### src/rtl/hub_pwr_pkg.sv
package hub_pwr_pkg;

    // Per-port power state
    typedef enum logic [1:0] {
        PS_OFF  = 2'd0,
        PS_ON   = 2'd1,
        PS_TRIP = 2'd2,
        PS_HOLD = 2'd3
    } pstate_t;

    localparam int LED_COUNT = 3;

endpackage

### src/rtl/hub_oc_filter.sv
module hub_oc_filter #(
    parameter int FILT_LEN = 8
) (
    input  logic clk,
    input  logic rst_n,
    input  logic oc_n,
    output logic oc_seen
);
    localparam int CW = $clog2(FILT_LEN + 1);
    localparam logic [CW-1:0] LIMIT = CW'(FILT_LEN);

    logic [CW-1:0] low_run;

    // Count consecutive low samples, saturating at the limit
    always_ff @(posedge clk or negedge rst_n) begin
        if (!rst_n) begin
            low_run <= '0;
        end else if (oc_n) begin
            low_run <= '0;
        end else if (low_run != LIMIT) begin
            low_run <= low_run + 1'b1;
        end
    end

    assign oc_seen = (low_run == LIMIT);

    // a released input removes recognition at once
    a_r2_release_clears: assert property (@(posedge clk) disable iff (!rst_n)
        oc_n |=> !oc_seen);

    // recognition only ever begins after a low sample
    a_r2_needs_low: assert property (@(posedge clk) disable iff (!rst_n)
        $rose(oc_seen) |-> !$past(oc_n));

endmodule

### src/rtl/hub_gang_sel.sv
module hub_gang_sel #(
    parameter int NPORTS = 7
) (
    input  logic              gang_mode,
    input  logic [NPORTS-1:0] req_in,
    input  logic [NPORTS-1:0] trip_in,
    input  logic [NPORTS-1:0] clr_in,
    output logic [NPORTS-1:0] req_eff,
    output logic [NPORTS-1:0] trip_eff,
    output logic [NPORTS-1:0] clr_eff
);
    logic any_req, any_trip, any_clr;

    always_comb begin
        any_req  = |req_in;
        any_trip = |trip_in;
        any_clr  = |clr_in;
    end

    for (genvar g = 0; g < NPORTS; g++) begin : g_sel
        always_comb begin
            if (gang_mode) begin
                req_eff[g]  = any_req;
                trip_eff[g] = any_trip;
                clr_eff[g]  = any_clr;
            end else begin
                req_eff[g]  = req_in[g];
                trip_eff[g] = trip_in[g];
                clr_eff[g]  = clr_in[g];
            end
        end
    end

endmodule

### src/rtl/hub_port_fsm.sv
module hub_port_fsm
    import hub_pwr_pkg::*;
(
    input  logic clk,
    input  logic rst_n,
    input  logic req,
    input  logic trip,
    input  logic clr,
    output logic pwr_on,
    output logic oc_flag
);
    pstate_t st, st_nx;

    // Next-state selection; overcurrent wins over a request
    always_comb begin
        st_nx = st;
        unique case (st)
            PS_OFF: begin
                if (trip)      st_nx = PS_TRIP;
                else if (req)  st_nx = PS_ON;
            end
            PS_ON: begin
                if (trip)      st_nx = PS_TRIP;
                else if (!req) st_nx = PS_OFF;
            end
            PS_TRIP: begin
                if (clr)       st_nx = PS_HOLD;
            end
            PS_HOLD: begin
                if (trip)      st_nx = PS_TRIP;
                else if (!req) st_nx = PS_OFF;
            end
            default:           st_nx = PS_OFF;
        endcase
    end

    // State register
    always_ff @(posedge clk or negedge rst_n) begin
        if (!rst_n) st <= PS_OFF;
        else        st <= st_nx;
    end

    // Outputs decoded from state
    always_comb begin
        pwr_on  = 1'b0;
        oc_flag = 1'b0;
        unique case (st)
            PS_ON:   pwr_on  = 1'b1;
            PS_TRIP: oc_flag = 1'b1;
            default: ;
        endcase
    end

    // an accepted overcurrent always removes power next cycle
    a_r4_trip_kills: assert property (@(posedge clk) disable iff (!rst_n)
        trip |=> !pwr_on);

    // the flag holds until a clear arrives
    a_r7_sticky: assert property (@(posedge clk) disable iff (!rst_n)
        (oc_flag && !clr) |=> oc_flag);

    // the cycle after a clear never re-powers the port
    a_r8_hold_off: assert property (@(posedge clk) disable iff (!rst_n)
        $fell(oc_flag) |-> !pwr_on);

endmodule

### src/rtl/hub_led_drive.sv
module hub_led_drive
    import hub_pwr_pkg::*;
#(
    parameter int NPORTS = 7
) (
    input  logic                 hub_cfg,
    input  logic                 suspend,
    input  logic [NPORTS-1:0]    port_ena,
    input  logic [NPORTS-1:0]    pwr_on,
    output logic                 led_cfg,
    output logic                 led_pwr,
    output logic                 led_nodis,
    output logic [LED_COUNT-1:0] led_oe
);
    always_comb begin
        led_cfg   = hub_cfg;
        led_pwr   = |pwr_on;
        led_nodis = &port_ena;
        led_oe    = suspend ? '0 : '1;
    end

endmodule

### src/rtl/hub_dpwr_ctrl.sv
module hub_dpwr_ctrl
    import hub_pwr_pkg::*;
#(
    parameter int NPORTS   = 7,
    parameter int FILT_LEN = 8
) (
    input  logic                 clk,
    input  logic                 rst_n,
    input  logic                 gang_mode,
    input  logic                 hub_cfg,
    input  logic                 suspend,
    input  logic [NPORTS-1:0]    pwr_req,
    input  logic [NPORTS-1:0]    port_ena,
    input  logic [NPORTS-1:0]    oc_clr,
    input  logic [NPORTS-1:0]    oc_n,
    output logic [NPORTS-1:0]    pwr_en_n,
    output logic [NPORTS-1:0]    oc_flag,
    output logic                 led_cfg,
    output logic                 led_pwr,
    output logic                 led_nodis,
    output logic [LED_COUNT-1:0] led_oe
);
    logic [NPORTS-1:0] oc_seen;
    logic [NPORTS-1:0] req_eff, trip_eff, clr_eff;
    logic [NPORTS-1:0] pwr_on;

    for (genvar p = 0; p < NPORTS; p++) begin : g_port
        hub_oc_filter #(.FILT_LEN(FILT_LEN)) u_filt (
            .clk     (clk),
            .rst_n   (rst_n),
            .oc_n    (oc_n[p]),
            .oc_seen (oc_seen[p])
        );

        hub_port_fsm u_fsm (
            .clk     (clk),
            .rst_n   (rst_n),
            .req     (req_eff[p]),
            .trip    (trip_eff[p]),
            .clr     (clr_eff[p]),
            .pwr_on  (pwr_on[p]),
            .oc_flag (oc_flag[p])
        );
    end

    hub_gang_sel #(.NPORTS(NPORTS)) u_sel (
        .gang_mode (gang_mode),
        .req_in    (pwr_req),
        .trip_in   (oc_seen),
        .clr_in    (oc_clr),
        .req_eff   (req_eff),
        .trip_eff  (trip_eff),
        .clr_eff   (clr_eff)
    );

    hub_led_drive #(.NPORTS(NPORTS)) u_led (
        .hub_cfg   (hub_cfg),
        .suspend   (suspend),
        .port_ena  (port_ena),
        .pwr_on    (pwr_on),
        .led_cfg   (led_cfg),
        .led_pwr   (led_pwr),
        .led_nodis (led_nodis),
        .led_oe    (led_oe)
    );

    assign pwr_en_n = ~pwr_on;

    // ganged ports move in lockstep (mode changes only under reset)
    a_r5_lockstep: assert property (@(posedge clk) disable iff (!rst_n)
        gang_mode |-> (pwr_en_n == '0 || pwr_en_n == '1));

    // in ganged mode a fault flag on one port means flags on all
    a_r6_all_flags: assert property (@(posedge clk) disable iff (!rst_n)
        (gang_mode && |oc_flag) |-> (&oc_flag));

    // the powered indicator agrees with the port machines
    a_r10_led_pwr: assert property (@(posedge clk) disable iff (!rst_n)
        led_pwr == (pwr_en_n != '1));

endmodule

### config.mk
export PLATFORM = sky130hd
export DESIGN_NAME = hub_dpwr_ctrl
export DESIGN_NICKNAME = d
export VERILOG_FILES = /design/src/rtl/hub_pwr_pkg.sv /design/src/rtl/hub_oc_filter.sv /design/src/rtl/hub_gang_sel.sv /design/src/rtl/hub_port_fsm.sv /design/src/rtl/hub_led_drive.sv /design/src/rtl/hub_dpwr_ctrl.sv
export SDC_FILE = /design/constraint.sdc
export NUM_CORES = 1
export LEC_CHECK = 0
export BUFFER_PORTS_ARGS = -buffer_cell sky130_fd_sc_hd__buf_2
export CORE_ASPECT_RATIO = 1.5
export CORE_MARGIN = 5
export CORE_UTILIZATION = 60
export DETAILED_ROUTE_END_ITERATION = 10
export HOLD_SLACK_MARGIN = 0.05
export PLACE_DENSITY = 0.86
export SYNTH_ARGS = -nofsm -noshare
export SYNTH_HDL_FRONTEND = slang
export SYNTH_HIERARCHICAL = 1
export SYNTH_SLANG_ARGS = --single-unit
### constraint.sdc
create_clock -name clk -period 2.85 [get_ports clk]
set_input_delay 0.1425 -clock clk [delete_from_list [all_inputs] [get_ports clk]]
set_output_delay 0.1425 -clock clk [all_outputs]
set_load 0.005 [all_outputs]
==> results of run 1 <==
[per-layer routing]
metal | GRT usage (%) | vias to the layer above
met4 | 7.23 | 0
met2 | 36.6 | 61
met3 | 4.03 | 9
met1 | 20.2 | 954
met5 | 0 | -
li1 | - | 984
[layout by cell type, fill, tap and decap left out, types with 8 or more instances in the layout]
cell / count
a21oi_1: 20
dfrtp_1: 42
buf_2: 50
nor2_1: 50
ha_1: 14
a31oi_1: 8
nand3_1: 8
mux2i_1: 14
inv_1: 29
[area by class of cell]
class	count	area [µm²]
timing repair buffer	57	320
tap	46	57.6
clock buffer	7	76.3
inverter	29	109
sequential	42	1050
multi-input combinational	187	1470
clock inverter	1	30.0
fill	313	1170
[synthesized netlist by cell type, drive strengths merged, types with 4 or more instances]
| cell | instances | share of area, % |
|---|---|---|
| nand3 | 8 | 1.5 |
| nor4 | 4 | 2.6 |
| nand2b | 7 | 1.6 |
| a21o | 7 | 2.0 |
| nor3 | 4 | 1.3 |
| xor2 | 7 | 2.3 |
| a21oi | 20 | 3.8 |
| nand3b | 7 | 5.3 |
| buf | 6 | 1.5 |
| and2b | 7 | 2.0 |
| xnor2 | 7 | 2.3 |
| inv | 29 | 4.1 |
| mux2 | 7 | 3.9 |
| ha | 14 | 6.6 |
| mux2i | 14 | 5.3 |
| nor2b | 14 | 5.3 |
| dfrtp | 42 | 39 |
| nor2 | 50 | 7.0 |
| a31oi | 8 | 1.9 |
[state kept, by name, summed over array words and instances (netlist names)]
name and flops:
g_port.u_filt/low_run 28, g_port.u_fsm/st 14
[kinds of logic after synthesis]
logic type / after synthesis / synth area share (%)
adders and majority gates: 14 / 6.57
xor gates and xnor gates: 14 / 4.60
AOI/OAI and AO/OA: 35 / 7.61
buffers and inverters: 35 / 5.59
DFF: 42 / 39.4
and+or+nand+nor: 103 / 27.0
muxes: 21 / 9.20
[per-stage QoR]
stage | setup slack, ns | instances | total power, W | utilization, %
floorplan | 1.12 | 264 | 0.000892 | -
global placement | 0.994 | 354 | 0.000981 | 68.5
detailed placement | 0.902 | 354 | 0.00100 | 68.5
CTS | 0.888 | 369 | 0.00146 | 72.6
global route | 0.764 | 369 | 0.00153 | 72.6
finish | 0.885 | 369 | 0.00145 | 72.6
[where the power goes]
part           switching, W  internal [W]
clock network      0.000190      0.000262
registers         0.0000554      0.000645
logic              0.000141      0.000153
total              0.000386       0.00106
[worst min path at each step]
stage	start	endpoint	cells past startpoint
after floorplan	rst_n	g_port[0].u_filt/low_run[0]$_DFFE_PN0P_	0
after global placement	hub_cfg	led_cfg	0
after detailed placement	hub_cfg	led_cfg	0
after CTS	oc_n[5]	g_port[5].u_filt/low_run[1]$_DFFE_PN0P_	2
after global routing	oc_n[5]	g_port[5].u_filt/low_run[2]$_DFFE_PN0P_	2
final	oc_n[5]	g_port[5].u_filt/low_run[1]$_DFFE_PN0P_	2
[worst max-delay path, delay by kind of cell, from the launching register on]
family	cells	cell delay [ns]
compound gates	1	0.18
buf+inv	2	0.14
flops	1	0.40
simple gates	3	0.81
mux	1	0.13
fa+ha+maj	1	0.24
==> run metrics, run 1 <==
status completed; post-route antenna net violation count 0; dpl hpwl 3.99 mm; Starting Density 62.2%; drt first-iter violations 52; Distinct cells, synth 25; Async SR Flop Fraction 100%; Startpoint Class register; die area 5900 µm²; worst r2r src g_port[0].u_filt/low_run[0]$_DFFE_PN0P_; met3 WL post-DR 304 µm; clk buf depth 2; critical path endpoint g_port[2].u_fsm/st[0]$_DFFE_PN0P_; Hold Crit Class input pin to register; WL per Instance 14.0 µm; Placer Congestion 0.773; Top Metal Used met4; final critical-path share of the clock period 68.9%; syn_nets 311; clk root buf clkbuf_8; number of synthesized flops with an enable pin 0; initial antenna violation count 0; vias per std cell 5.44; Fmax 0.509 GHz; peak supply drop 437 µV; RSZ-0062 raised after global routing no; Core Box Area 4280 µm²; first-pass GRT wire length 9.08 mm; slew margin rel. 37.4%; setup slack, reg-to-reg 0.89 ns; total track usage 19.2%; WP data required 3.08 ns; post-synthesis cell count 264; critical path's largest stage delay 0.47 ns; clk slew on worst S/H paths 0.08 ns; WP data arrival 2.20 ns; CP endpoint kind register; Worst Path Max Fanout 7; worst setup path class register to register; First-pass DRT Iterations 4; post-CTS setup buffers 0; Max Cap Viol 0; Setup TNS 0 ns; Post-synth top flop dfrtp_1; FF-to-FF path depth 8; post-synthesis average cell area 10.1 µm²; I/O pin count 53; Yosys warnings 6; Rows 29; wire length on met2 2.67 mm; # hold bufs at CTS 7; Crit-path slowest cell nor4_4; Post-CTS Resized 0; DRT met1 WL 2.09 mm; nets@finish 369; synth-to-layout area growth 16.7%; total CTS buffers 5; htree depth 2; Worst R2R End g_port[2].u_fsm/st[0]$_DFFE_PN0P_; DR vias 2008; # DRC 0; crit path cell chain inv_1 > ha_1 > nand3b_4 > inv_1 > nor4_4 > a31oi_1 > and2b_1 > mux2_4; Ant. Diodes 0; number of synthesized register bits 42; post-route cell area 3110 µm²; layout cells sized above 1 25.7%; leakage 1.70 nW; synthesized area 2670 µm²; GRT overflow 0; slew at the pin closest to its max-slew limit 0.940 ns; Clock Skew 0.00544 ns; clock latency on the worst-skew pair 0.29 ns; Area after DPL 2930 µm²; most frequent CP cell inv_1; Sink Count 42; CTS tree built; vias in the first global route 2210; IO buf count 50; DIE HEIGHT 91.6 µm; Setup-failing EPs final 0; Seq/Total Area, Yosys 39.4%; Die Wd 64.4 µm; Setup crit start g_port[0].u_filt/low_run[0]$_DFFE_PN0P_; Final Hold Viols 0; Max Slew Vio Count 0; largest net degree at the start of global routing 43; final WL 5.16 mm; hold slack 0.0593 ns; minimum clock period 1.96 ns; Pwr Density 465 nW/µm²
(Power assumes the default switching activity.)
==> inputs of run 2 (changes only) <==
--- a/config.mk
+++ b/config.mk
@@ -5,13 +5,14 @@
 export SDC_FILE = /design/constraint.sdc
 export NUM_CORES = 1
 export LEC_CHECK = 0
+export ABC_AREA = 1
 export BUFFER_PORTS_ARGS = -buffer_cell sky130_fd_sc_hd__buf_2
 export CORE_ASPECT_RATIO = 1.5
 export CORE_MARGIN = 5
-export CORE_UTILIZATION = 60
+export CORE_UTILIZATION = 51
 export DETAILED_ROUTE_END_ITERATION = 10
 export HOLD_SLACK_MARGIN = 0.05
-export PLACE_DENSITY = 0.86
+export PLACE_DENSITY = 0.77
 export SYNTH_ARGS = -nofsm -noshare
 export SYNTH_HDL_FRONTEND = slang
 export SYNTH_HIERARCHICAL = 1
==> constraint.sdc (replaced) <==
create_clock -name clk -period 1.76 [get_ports clk]
set_input_delay 0.088 -clock clk [delete_from_list [all_inputs] [get_ports clk]]
set_output_delay 0.088 -clock clk [all_outputs]
set_load 0.005 [all_outputs]
==> run 2 against run 1 <==
  * Area after synthesis rose by 13%
  * First-iteration DRC count grew 150%
  * Largest power group is now combinational logic
  * Critical endpoint is now g_port[5].u_fsm/st[1]$_DFFE_PN0P_
  * Largest cell class unchanged
  * Critical path type unchanged
  * Highest routed layer unchanged
  * Count of clock-buffer cells in the layout down 2
==> run metrics, run 2 <==
Post-Synth XOR/XNOR Area 0% (-4.6 points); post-synthesis simple-gate area fraction 41.3% (+14 points); Ant. Diodes 0 (unchanged); peak supply drop 472 µV (+7.9%); FF-to-FF path depth 13 (+5); clk root buf clkbuf_8; nets@finish 596 (+62%); GRT overflow 0 (unchanged); multiplexer share of the synthesized area 0% (-9.2 points); Max Slew Vio Count 0 (unchanged); largest net degree at the start of global routing 43 (unchanged); post-synthesis cell count 443 (+68%); DIE HEIGHT 104 µm (+13%); most frequent cells in the layout nand2_1, inv_1, buf_2, nand3_1, buf_4; synthesized area 3000 µm² (+13%); Seq/Total Area, Yosys 35.0% (-4.4 points); initial antenna violation count 0 (unchanged); Pwr Density 801 nW/µm² (+72%); total track usage 19.8% (+0.58 points); drt first-iter violations 128 (+150%); Fmax 0.569 GHz (+12%); Fillers 430 (+37%); post-synthesis adder-cell area fraction 5.84% (-0.73 points); M1 GR Usage 21.6% (+1.5 points); vias per std cell 5.07 (-6.8%); combinational family with the most area after synthesis simple AND/OR/NAND/NOR gates; Yosys warnings 6 (unchanged); met3 Usage GRT 3.48% (-0.55 points); dpl hpwl 5.37 mm (+34%); first-pass GRT wire length 12.3 mm (+36%); met2 Use GR 35.5% (-1.1 points); slew at the pin closest to its max-slew limit 0.550 ns (-0.390 ns); syn_nets 490 (+58%); Synth area leader dfrtp_1; Startpoint Class register; final critical-path share of the clock period 99.9% (+31 points); total CTS buffers 5 (unchanged); minimum clock period 1.76 ns (-0.207 ns); htree depth 2 (unchanged); I/O pin count 53 (unchanged); Clock Skew 0.0113 ns (+0.00584 ns); number of synthesized flops with an enable pin 0 (unchanged); slew margin rel. 63.4% (+26 points); CP endpoint kind register; RSZ-0062 raised after global routing yes; biggest regs g_port.u_filt/low_run: 28 flops, g_port.u_fsm/st: 14 flops; Setup-failing EPs final 0 (unchanged); Die Wd 72.6 µm (+13%); commonest non-fill, non-tap cell in the layout nand2_1; post-synthesis average cell area 6.77 µm² (-33%); CTS tree built; final WL 7.79 mm (+51%); leakage 2.39 nW (+40%); Area after DPL 3570 µm² (+22%); post-route antenna net violation count 0 (unchanged); hold slack 0.176 ns (+0.117 ns); Largest register FFs 28 (unchanged); synth-to-layout area growth 36.7%; WL per Instance 12.5 µm (-10%); clk buf depth 2 (unchanged); Final Worst Setup Slack 0.00188 ns (-0.883 ns); number of synthesized register bits 42 (unchanged); Placer Congestion 0.832 (+7.6%); clk slew on worst S/H paths 0.08 ns (about the same); die area 7550 µm² (+28%); Final Hold Viols 0 (unchanged); most used standard cell by instance count after synthesis nand2_1; Sink Count 42 (unchanged); Hold Crit Class input pin to primary output; Setup TNS 0 ns (unchanged); Synth top area share 35.0% (-4.4 points); Core Box Area 5740 µm² (+34%); worst slack at placement -0.126 ns (-1.03 ns); DR vias 3148 (+57%); status completed; clock latency on the worst-skew pair 0.30 ns (about the same); IO buf count 50 (unchanged); Max Cap Viol 0 (unchanged); post-route cell area 4100 µm² (+32%); Rows 34 (+17%); First-pass DRT Iterations 4 (unchanged); layout cells sized above 1 35.9% (+10 points); Worst Path Max Fanout 7 (unchanged); # DRC 0 (unchanged); gr busiest metal met2; worst setup path class register to register; Starting Density 52.2% (-10 points); Synth area leaders dfrtp_1, nand2_1, inv_1; vias in the first global route 3027 (+37%); largest reg by FF count g_port.u_filt/low_run; WP data arrival 1.95 ns (-0.25 ns); Synth Area in Compound Gates 5.26% (-2.3 points); Min-Delay Path Depth 0 (-2); Post-synth top cells nand2_1, inv_1, nand3_1; WP data required 1.96 ns (-1.12 ns); Async SR Flop Fraction 100% (unchanged); Distinct cells, synth 17 (-32%); Post-synth top flop dfrtp_1; Final Util 71.4% (-1.2 points)
-- run 2: path summary, 6_finish.rpt --
path	start	to	slack, ns
setup reg to reg	g_port[3].u_filt/low_run[0]$_DFFE_PN0P_	g_port[5].u_fsm/st[1]$_DFFE_PN0P_	0.002
max in group asynchronous	rst_n	g_port[1].u_filt/low_run[1]$_DFFE_PN0P_	0.98
setup / recovery	g_port[3].u_filt/low_run[0]$_DFFE_PN0P_	g_port[5].u_fsm/st[1]$_DFFE_PN0P_	0.002
min in group asynchronous	rst_n	g_port[6].u_fsm/st[1]$_DFFE_PN0P_	0.38
hold / removal	hub_cfg	led_cfg	0.18
hold reg to reg	g_port[2].u_filt/low_run[0]$_DFFE_PN0P_	g_port[2].u_filt/low_run[0]$_DFFE_PN0P_	0.57
-- run 2: cells by family (layout without fill, tap and decap cells) --
family,Yosys count,in the layout
fa+ha+maj,14,14
flops,42,42
simple gates,268,268
buf+inv,95,201
compound gates,24,24
-- run 2: stage by stage --
stage | total power [W] | cells
after floorplan | 0.00204 | 443
after global placement | 0.00239 | 596
after detailed placement | 0.00246 | 596
after CTS | 0.00313 | 613
after global routing | 0.00353 | 621
final | 0.00328 | 621
-- run 2: final cells by class --
class	count	area, µm²	area share, %
Clock inverter	2	10.0	0.244
Tap cell	72	90.1	2.20
Timing Repair Buffer	103	676	16.5
Inverter	91	349	8.52
Sequential cell	42	1050	25.6
Multi-Input combinational cell	306	1850	45.2
Clock buffer	5	68.8	1.68
-- run 2: report_power, final --
| part | leakage (nW) | switching [W] | total [W] | internal, W |
|---|---|---|---|---|
| combinational | 1.80 | 0.000800 | 0.00139 | 0.000592 |
| clock | 0.0438 | 0.000337 | 0.000604 | 0.000267 |
| sequential | 0.551 | 0.000178 | 0.00129 | 0.00111 |
| total | 2.39 | 0.00132 | 0.00328 | 0.00197 |
-- run 2: worst max-delay path, stage by stage (launching register included) --
cell,delay [ns]
dfrtp_1,0.38
inv_2,0.06
ha_4,0.16
nand2_2,0.09
nor2_4,0.05
nor2_2,0.08
nand2_1,0.07
o21ai_2,0.15
buf_6,0.18
nand2_4,0.09
nor2_4,0.11
nand2_2,0.08
nand4_1,0.10
nand2_1,0.05
-- run 2: routing by layer --
layer / up-vias / share of wire [%] / wire length [µm]
li1: 1590 / - / -
met1: 1461 / 38 / 2970
met2: 84 / 54 / 4190
met3: 13 / 5.4 / 423
met4: 0 / 2.6 / 206
met5: - / 0 / 0
-- run 2: timing repair --
action                                  in CTS  in global routing
hold buffers                                 8                  0
endpoints found under the hold margin       49                  0
setup buffers                                2                  8
pin swaps                                   14                 19
resized for setup                           25                 63
endpoints found under the setup margin      14                 14
